`config.mk`:
```
export PLATFORM = sky130hd
export DESIGN_NAME = bscan_tap
export DESIGN_NICKNAME = d
export VERILOG_FILES = /design/src/rtl/bscan_pkg.sv /design/src/rtl/bscan_ctrl.sv /design/src/rtl/bscan_dpath.sv /design/src/rtl/bscan_tap.sv
export SDC_FILE = /design/constraint.sdc
export NUM_CORES = 1
export LEC_CHECK = 0
export ABC_AREA = 1
export ABC_CLOCK_PERIOD_IN_PS = 5100
export BUFFER_PORTS_ARGS = -buffer_cell sky130_fd_sc_hd__clkbuf_2
export CAP_MARGIN = 20
export CORE_ASPECT_RATIO = 0.6
export CORE_UTILIZATION = 50
export CTS_BUF_LIST = sky130_fd_sc_hd__clkbuf_4 sky130_fd_sc_hd__clkbuf_8 sky130_fd_sc_hd__clkbuf_16
export CTS_CLUSTER_DIAMETER = 80
export CTS_CLUSTER_SIZE = 14
export DETAILED_ROUTE_END_ITERATION = 7
export PLACE_DENSITY = 0.8
export SYNTH_ARGS = -nofsm -noshare
export SYNTH_HDL_FRONTEND = slang
export SYNTH_SLANG_ARGS = --single-unit
```
`constraint.sdc`:
```
create_clock -name tck -period 5.1 [get_ports tck]
set_input_delay 0.51 -clock tck [delete_from_list [all_inputs] [get_ports tck]]
set_output_delay 0.51 -clock tck [all_outputs]
set_load 0.02 [all_outputs]
```
`src/rtl/bscan_pkg.sv`:
```
package bscan_pkg;

  typedef enum logic [3:0] {
    TLR    = 4'h0, RTI    = 4'h1,
    SEL_DR = 4'h2, CAP_DR = 4'h3, SH_DR  = 4'h4, EX1_DR = 4'h5,
    PAU_DR = 4'h6, EX2_DR = 4'h7, UPD_DR = 4'h8,
    SEL_IR = 4'h9, CAP_IR = 4'hA, SH_IR  = 4'hB, EX1_IR = 4'hC,
    PAU_IR = 4'hD, EX2_IR = 4'hE, UPD_IR = 4'hF
  } tapState_t;

  localparam int IR_W = 4;

  // Instruction codes; unlisted codes decode as bypass.
  localparam logic [IR_W-1:0] OP_EXTEST = 4'h0;
  localparam logic [IR_W-1:0] OP_IDCODE = 4'h1;
  localparam logic [IR_W-1:0] OP_SAMPLE = 4'h2;
  localparam logic [IR_W-1:0] OP_DEVRST = 4'hC;
  localparam logic [IR_W-1:0] OP_BYPASS = 4'hF;
  localparam logic [IR_W-1:0] IR_CAPTURE = 4'b0001;

  typedef enum logic [1:0] {
    DR_BYPASS, DR_IDCODE, DR_BOUNDARY, DR_DEVRST
  } drSel_t;

  // Strobes from sequencing logic to the register datapath.
  typedef struct packed {
    logic   captureDr;
    logic   shiftDr;
    logic   updateDr;
    logic   shiftIr;
    logic   tapReset;
    logic   irLsb;
    logic   extestOn;
    drSel_t drSel;
  } tapStrobe_t;

endpackage

```
`src/rtl/bscan_ctrl.sv`:
```
module bscan_ctrl
  import bscan_pkg::*;
(
  input  logic       tck,
  input  logic       tapOff,
  input  logic       tms,
  input  logic       tdi,
  output logic       tdoEn,
  output tapStrobe_t strb
);

  tapState_t       state, nextState;
  logic [IR_W-1:0] irShift, irLatch;
  drSel_t          drSel;
  logic            pastValid;

  always_comb begin
    nextState = state;
    unique case (state)
      TLR:    nextState = tms ? TLR    : RTI;
      RTI:    nextState = tms ? SEL_DR : RTI;
      SEL_DR: nextState = tms ? SEL_IR : CAP_DR;
      CAP_DR: nextState = tms ? EX1_DR : SH_DR;
      SH_DR:  nextState = tms ? EX1_DR : SH_DR;
      EX1_DR: nextState = tms ? UPD_DR : PAU_DR;
      PAU_DR: nextState = tms ? EX2_DR : PAU_DR;
      EX2_DR: nextState = tms ? UPD_DR : SH_DR;
      UPD_DR: nextState = tms ? SEL_DR : RTI;
      SEL_IR: nextState = tms ? TLR    : CAP_IR;
      CAP_IR: nextState = tms ? EX1_IR : SH_IR;
      SH_IR:  nextState = tms ? EX1_IR : SH_IR;
      EX1_IR: nextState = tms ? UPD_IR : PAU_IR;
      PAU_IR: nextState = tms ? EX2_IR : PAU_IR;
      EX2_IR: nextState = tms ? UPD_IR : SH_IR;
      UPD_IR: nextState = tms ? SEL_DR : RTI;
      default: nextState = TLR;
    endcase
  end

  always_ff @(posedge tck or posedge tapOff) begin
    if (tapOff) begin
      state     <= TLR;
      irShift   <= IR_CAPTURE;
      irLatch   <= OP_IDCODE;
      pastValid <= 1'b0;
    end else begin
      state     <= nextState;
      pastValid <= 1'b1;
      if (state == CAP_IR)     irShift <= IR_CAPTURE;
      else if (state == SH_IR) irShift <= {tdi, irShift[IR_W-1:1]};
      if (state == TLR)         irLatch <= OP_IDCODE;
      else if (state == UPD_IR) irLatch <= irShift;
    end
  end

  // Output enable for data-out moves on the falling edge, like the data.
  always_ff @(negedge tck or posedge tapOff) begin
    if (tapOff) tdoEn <= 1'b0;
    else        tdoEn <= (state == SH_IR) || (state == SH_DR);
  end

  always_comb begin
    unique case (irLatch)
      OP_EXTEST, OP_SAMPLE: drSel = DR_BOUNDARY;
      OP_IDCODE:            drSel = DR_IDCODE;
      OP_DEVRST:            drSel = DR_DEVRST;
      default:              drSel = DR_BYPASS;
    endcase
  end

  assign strb.captureDr = (state == CAP_DR);
  assign strb.shiftDr   = (state == SH_DR);
  assign strb.updateDr  = (state == UPD_DR);
  assign strb.shiftIr   = (state == SH_IR);
  assign strb.tapReset  = (state == TLR);
  assign strb.irLsb     = irShift[0];
  assign strb.extestOn  = (irLatch == OP_EXTEST);
  assign strb.drSel     = drSel;

  assert_ir_default_R1: assert property (@(posedge tck) disable iff (tapOff)
    (state == TLR) |=> (irLatch == OP_IDCODE));

  assert_ir_update_only_R3: assert property (@(posedge tck) disable iff (tapOff || !pastValid)
    (irLatch != $past(irLatch)) |-> ($past(state) == UPD_IR || $past(state) == TLR));

  assert_tdo_window_R2: assert property (@(posedge tck) disable iff (tapOff)
    tdoEn |-> (state == SH_IR || state == SH_DR));

endmodule

```
`src/rtl/bscan_dpath.sv`:
```
module bscan_dpath
  import bscan_pkg::*;
#(
  parameter int          N_PINS  = 4,
  parameter logic [31:0] ID_CODE = 32'h2B7A_C03F
) (
  input  logic              tck,
  input  logic              tapOff,
  input  logic              tdi,
  input  tapStrobe_t        strb,
  input  logic              extResetN,
  input  logic [N_PINS-1:0] coreOut,
  input  logic [N_PINS-1:0] coreOe,
  input  logic [N_PINS-1:0] padIn,
  output logic [N_PINS-1:0] padOut,
  output logic [N_PINS-1:0] padOe,
  output logic              devResetReq,
  output logic              tdo
);

  localparam int ID_W  = 32;
  localparam int BSR_W = 3 * N_PINS;

  logic             bypassReg, rstReg, pastValid;
  logic [ID_W-1:0]  idShift;
  logic [BSR_W-1:0] bsrShift, capVec;
  logic [N_PINS-1:0] latDat, latOe, updDat, updOe;
  logic             drOut, devInReset;

  // Cell of pad p: output value at base, enable at base+1, input at base+2.
  for (genvar p = 0; p < N_PINS; p++) begin : g_cell
    localparam int BASE = 3 * (N_PINS - 1 - p);
    assign capVec[BASE +: 3] = {padIn[p], padOe[p], padOut[p]};
    assign updDat[p] = bsrShift[BASE];
    assign updOe[p]  = bsrShift[BASE + 1];
  end

  always_ff @(posedge tck or posedge tapOff) begin
    if (tapOff) begin
      bypassReg <= 1'b0;
      rstReg    <= 1'b0;
      idShift   <= '0;
      bsrShift  <= '0;
      latDat    <= '0;
      latOe     <= '0;
      pastValid <= 1'b0;
    end else begin
      pastValid <= 1'b1;
      if (strb.tapReset) rstReg <= 1'b0;
      if (strb.captureDr) begin
        unique case (strb.drSel)
          DR_BYPASS:   bypassReg <= 1'b0;
          DR_IDCODE:   idShift   <= {ID_CODE[ID_W-1:1], 1'b1};
          DR_BOUNDARY: bsrShift  <= capVec;
          default:     ;
        endcase
      end
      if (strb.shiftDr) begin
        unique case (strb.drSel)
          DR_BYPASS:   bypassReg <= tdi;
          DR_IDCODE:   idShift   <= {tdi, idShift[ID_W-1:1]};
          DR_BOUNDARY: bsrShift  <= {tdi, bsrShift[BSR_W-1:1]};
          default:     rstReg    <= tdi;
        endcase
      end
      if (strb.updateDr && strb.drSel == DR_BOUNDARY) begin
        latDat <= updDat;
        latOe  <= updOe;
      end
    end
  end

  always_comb begin
    unique case (strb.drSel)
      DR_BYPASS:   drOut = bypassReg;
      DR_IDCODE:   drOut = idShift[0];
      DR_BOUNDARY: drOut = bsrShift[0];
      default:     drOut = rstReg;
    endcase
  end

  always_ff @(negedge tck or posedge tapOff) begin
    if (tapOff) tdo <= 1'b0;
    else        tdo <= strb.shiftIr ? strb.irLsb : drOut;
  end

  assign devResetReq = (strb.drSel == DR_DEVRST) && rstReg;
  assign devInReset  = !extResetN || devResetReq;
  assign padOut      = strb.extestOn ? latDat : coreOut;
  assign padOe       = strb.extestOn ? latOe : (devInReset ? '0 : coreOe);

  assert_latch_hold_R6: assert property (@(posedge tck) disable iff (tapOff || !pastValid)
    ((latDat != $past(latDat)) || (latOe != $past(latOe)))
      |-> $past(strb.updateDr && (strb.drSel == DR_BOUNDARY)));

  assert_req_source_R8: assert property (@(posedge tck) disable iff (tapOff || !pastValid)
    $rose(devResetReq) |-> ($past(strb.shiftDr && (strb.drSel == DR_DEVRST))
                            || ($past(strb.drSel) != DR_DEVRST)));

  assert_reset_hiz_R9: assert property (@(posedge tck) disable iff (tapOff)
    (!strb.extestOn && (!extResetN || devResetReq)) |-> ($countones(padOe) == 0));

endmodule

```
`src/rtl/bscan_tap.sv`:
```
module bscan_tap
  import bscan_pkg::*;
#(
  parameter int          N_PINS  = 4,
  parameter logic [31:0] ID_CODE = 32'h2B7A_C03F
) (
  input  logic              tck,
  input  logic              tms,
  input  logic              tdi,
  output logic              tdo,
  output logic              tdoEn,
  input  logic              fuseEn,
  input  logic              swDisable,
  input  logic              extResetN,
  output logic              devResetReq,
  input  logic [N_PINS-1:0] coreOut,
  input  logic [N_PINS-1:0] coreOe,
  input  logic [N_PINS-1:0] padIn,
  output logic [N_PINS-1:0] padOut,
  output logic [N_PINS-1:0] padOe
);

  logic       tapOff;
  tapStrobe_t strb;

  assign tapOff = !fuseEn || swDisable;

  bscan_ctrl ctrl_i (
    .tck   (tck),
    .tapOff(tapOff),
    .tms   (tms),
    .tdi   (tdi),
    .tdoEn (tdoEn),
    .strb  (strb)
  );

  bscan_dpath #(.N_PINS(N_PINS), .ID_CODE(ID_CODE)) dpath_i (
    .tck        (tck),
    .tapOff     (tapOff),
    .tdi        (tdi),
    .strb       (strb),
    .extResetN  (extResetN),
    .coreOut    (coreOut),
    .coreOe     (coreOe),
    .padIn      (padIn),
    .padOut     (padOut),
    .padOe      (padOe),
    .devResetReq(devResetReq),
    .tdo        (tdo)
  );

endmodule

```
==> metrics.md <==
| Metric | Value |
|---|---|
| R2R Path Start | `ctrl_i.irLatch[3]` |
| R2R Path End | `dpath_i.tdo` |
| Post-route ant nets | `0` |
| Endpoints failing hold | `0` |
| CTS tree | `built` |
| Worst Reg-to-Reg Cells | `6` |
| First-pass GRT wire length | `11.9 mm` |
| Number of synthesis warnings | `0` |
| Pint | `1.25 mW` |
| Area growth, synth to finish | `11.6%` |
| Maximum VDD drop | `0.000226 V` |
| Largest net degree at the start of global routing | `57` |
| Root Buffer | `clkbuf_8` |
| Run status | `finished, final reports clean` |
| Number of synthesized register bits | `68` |
| I/O pin total | `29` |
| Dpl cell area | `3390 um^2` |
| Avg WL per Cell | `14.7 um` |
| Crit end category | `primary output` |
| Core ar. | `6170 um^2` |
| Worst Path Buf+Inv | `1` |
| WP data required | `4590 ps` |
| Share of cells above drive strength 1 | `21.2%` |
| # setup viols final | `0` |
| Drt drc | `0` |
| Clock Sinks | `68` |
| Slowest-stage cell, CP | `dfrtn_1` |
| Most frequent cell after synthesis | `dfrtp_1` |
| H-tree depth | `3` |
| Net switching power figure | `761 uW` |
| Crit-path max FO | `1` |
| DRT Pass-1 Iters | `5` |
| Worst-path cell chain | `clkbuf_2` |
| Number of buffers created by CTS | `9` |
| Power per Cell Area | `558 nW/um^2` |
| Kind of critical path | `reg -> out` |
| Dominant synthesized flop cell | `dfrtp_1` |
| Yosys top cell by area | `dfrtp_1` |
| Starting Density | `52.3%` |
| Layout Utilization | `58.4%` |
| Final instance area | `3600 um^2` |
| Number of synthesized flops with an enable pin | `0` |
| Worst-Margin Slew | `705 ps` |
| Total power | `2.01 mW` |
| Fill cells | `546` |
| Input/output buffers | `28` |
| Gr usage total | `23.4%` |
| RSZ-0062 raised after global routing | `false` |
| Rel. slew slack | `53.0%` |
| Setup Fix Bufs, Post-CTS | `0` |
| Post_cts resized | `0` |
| LEAKAGE | `1.79 nW` |
| Grt total ovfl | `0` |
| Slew Viols, Final | `0` |
| Final WL | `7.04 mm` |
| Nets@finish | `409` |
| Worst-Skew Late Latency | `350 ps` |
| Crit path DAT | `3510 ps` |
| DIE AREA | `6780 um^2` |
| Pre-CTS WS | `1110 ps` |
| GP Congestion | `0.913` |
| Switching share of power | `37.9%` |
| Top cell type's share of synthesized area | `49.7%` |
| DR vias | `2600` |
| Std-Cell Rows | `22` |
| Hold Buf Count CTS | `0` |
| Slowest cell delay on critical path | `440 ps` |
| Synth top area cells | `dfrtp_1, nand2_1, inv_1, o22ai_1, o21ai_1` |
| Register area share after synthesis | `52.9%` |
| Min setup slack post-route | `1080 ps` |
| Max-cap violations | `0` |
| Worst Hold Class | `in -> async` |
| Die width | `106 um` |
| Clock tree buffer depth | `2` |
| Synth Area per Inst | `8.91 um^2` |
| Crit path launch type | `register` |
| Worst R2R Setup Slack | `1090 ps` |
| Power share of the clock group | `23.2%` |
| Mapped Area | `3220 um^2` |
| Mapped Nets | `380` |
| Initial antenna violation count | `0` |
| Iter 0 DRT Violations | `289` |
| Skew final | `15.7 ps` |
| Power share of the sequential group | `43.9%` |
| Antenna Cells | `0` |
| Vias per cell | `5.42` |
| Die height | `64.2 um` |
| Dpl hpwl | `4.93 mm` |
| Top post-synthesis cells by count | `dfrtp_1, nand2_1, inv_1, nor2_1, o22ai_1` |
| Yosys cell types | `33` |
| Top delay family on crit path | `flip-flops` |
| Comb power frac | `32.8%` |
| Asr flop ratio synth | `100%` |
| Cells after synthesis | `362` |
| Vias in the first global route | `2426` |
| Setup TNS | `0 ps` |
| Register clock-pin slew on the reported worst setup and hold paths | `80 ps` |
cells by family (layout without fill, tap and decap cells):
family,Yosys count,in the layout,synth area share (%)
AND/OR/NAND/NOR,120,120,18.5
AO/OA/AOI/OAI,96,96,17.9
flip-flops,68,68,52.9
buffers and inverters,78,112,10.7
registers in the layout (all words and copies together) (netlist names):
name,flops
dpath_i.idShift,32
dpath_i.bsrShift,12
ctrl_i.irLatch,4
ctrl_i.irShift,4
ctrl_i.state,4
dpath_i.latDat,4
dpath_i.latOe,4
ctrl_i.tdoEn,1
dpath_i.bypassReg,1
dpath_i.rstReg,1
dpath_i.tdo,1
power groups by stage:
| stage | clock [mW] | sequential (mW) | combinational (mW) |
|---|---|---|---|
| 2_1_floorplan | 0 | 0.857 | 0.544 |
| 3_3_place_gp | 0 | 0.884 | 0.627 |
| 3_5_place_dp | 0 | 0.886 | 0.654 |
| 4_1_cts | 0.475 | 0.879 | 0.658 |
| 5_1_grt | 0.502 | 0.903 | 0.746 |
| 6_report | 0.466 | 0.882 | 0.659 |
per-stage QoR:
stage,cells,hold slack [ps]
global placement,464,470
detailed placement,464,476
finish,480,199
floorplan,362,452
global route,480,215
CTS,480,197
worst max path at each step:
stage | start | to | slack [ps] | cells past startpoint
finish | dpath_i.tdo | tdo | 1080 | 1
global route | ctrl_i.irLatch[3] | dpath_i.tdo | 980 | 6
CTS | dpath_i.tdo | tdo | 1070 | 1
detailed placement | ctrl_i.irLatch[3] | dpath_i.tdo | 1110 | 6
global placement | ctrl_i.irLatch[3] | dpath_i.tdo | 1210 | 6
floorplan | fuseEn | ctrl_i.tdoEn | 870 | 2
metal layers:
metal	track usage [%]	vias to the layer above	wire length [um]	part of all wire (%)
met2	32.4	91	2930	42
met5	0	-	0	0
met1	34.2	1255	3450	49
met3	7.96	10	559	7.9
met4	7.64	0	96	1.4
li1	-	1244	-	-
final cells by class:
| class | count | area (um^2) | area share, % |
|---|---|---|---|
| Sequential cell | 68 | 1700 | 47.3 |
| Clock buffer | 11 | 151 | 4.21 |
| Clock inverter | 5 | 58.8 | 1.63 |
| Multi-Input combinational cell | 216 | 1180 | 32.8 |
| Tap cell | 84 | 105 | 2.92 |
| Inverter | 67 | 251 | 6.99 |
| Timing Repair Buffer | 29 | 148 | 4.10 |
cell usage in the layout (no fill, tap or decap):
master,Yosys,final
a21oi_1,19,19
a32oi_1,1,1
o21ai_1,24,24
o31ai_1,2,2
o21ai_0,14,14
nand3_2,1,1
inv_1,54,54
clkinv_2,0,1
nor3_1,3,3
o22ai_2,4,4
a211oi_1,1,1
nor2_2,1,1
inv_6,0,1
nand3b_1,1,1
buf_4,4,1
nand2_2,6,6
nor2_4,3,4
dfrtn_1,2,2
nand2_1,56,56
o21bai_2,2,2
inv_2,13,13
nand2_4,3,3
clkbuf_2,0,28
o211ai_1,1,1
o21bai_1,2,2
nand3_1,14,14
a22oi_1,1,1
nor2_1,27,26
o22ai_1,25,25
dfrtp_1,64,64
clkbuf_8,0,11
nor2_8,3,3
dfstp_2,2,2
bufinv_16,0,1
nand4_1,2,2
clkinvlp_4,0,2
Note: power is estimated with default switching activity, not from simulation.
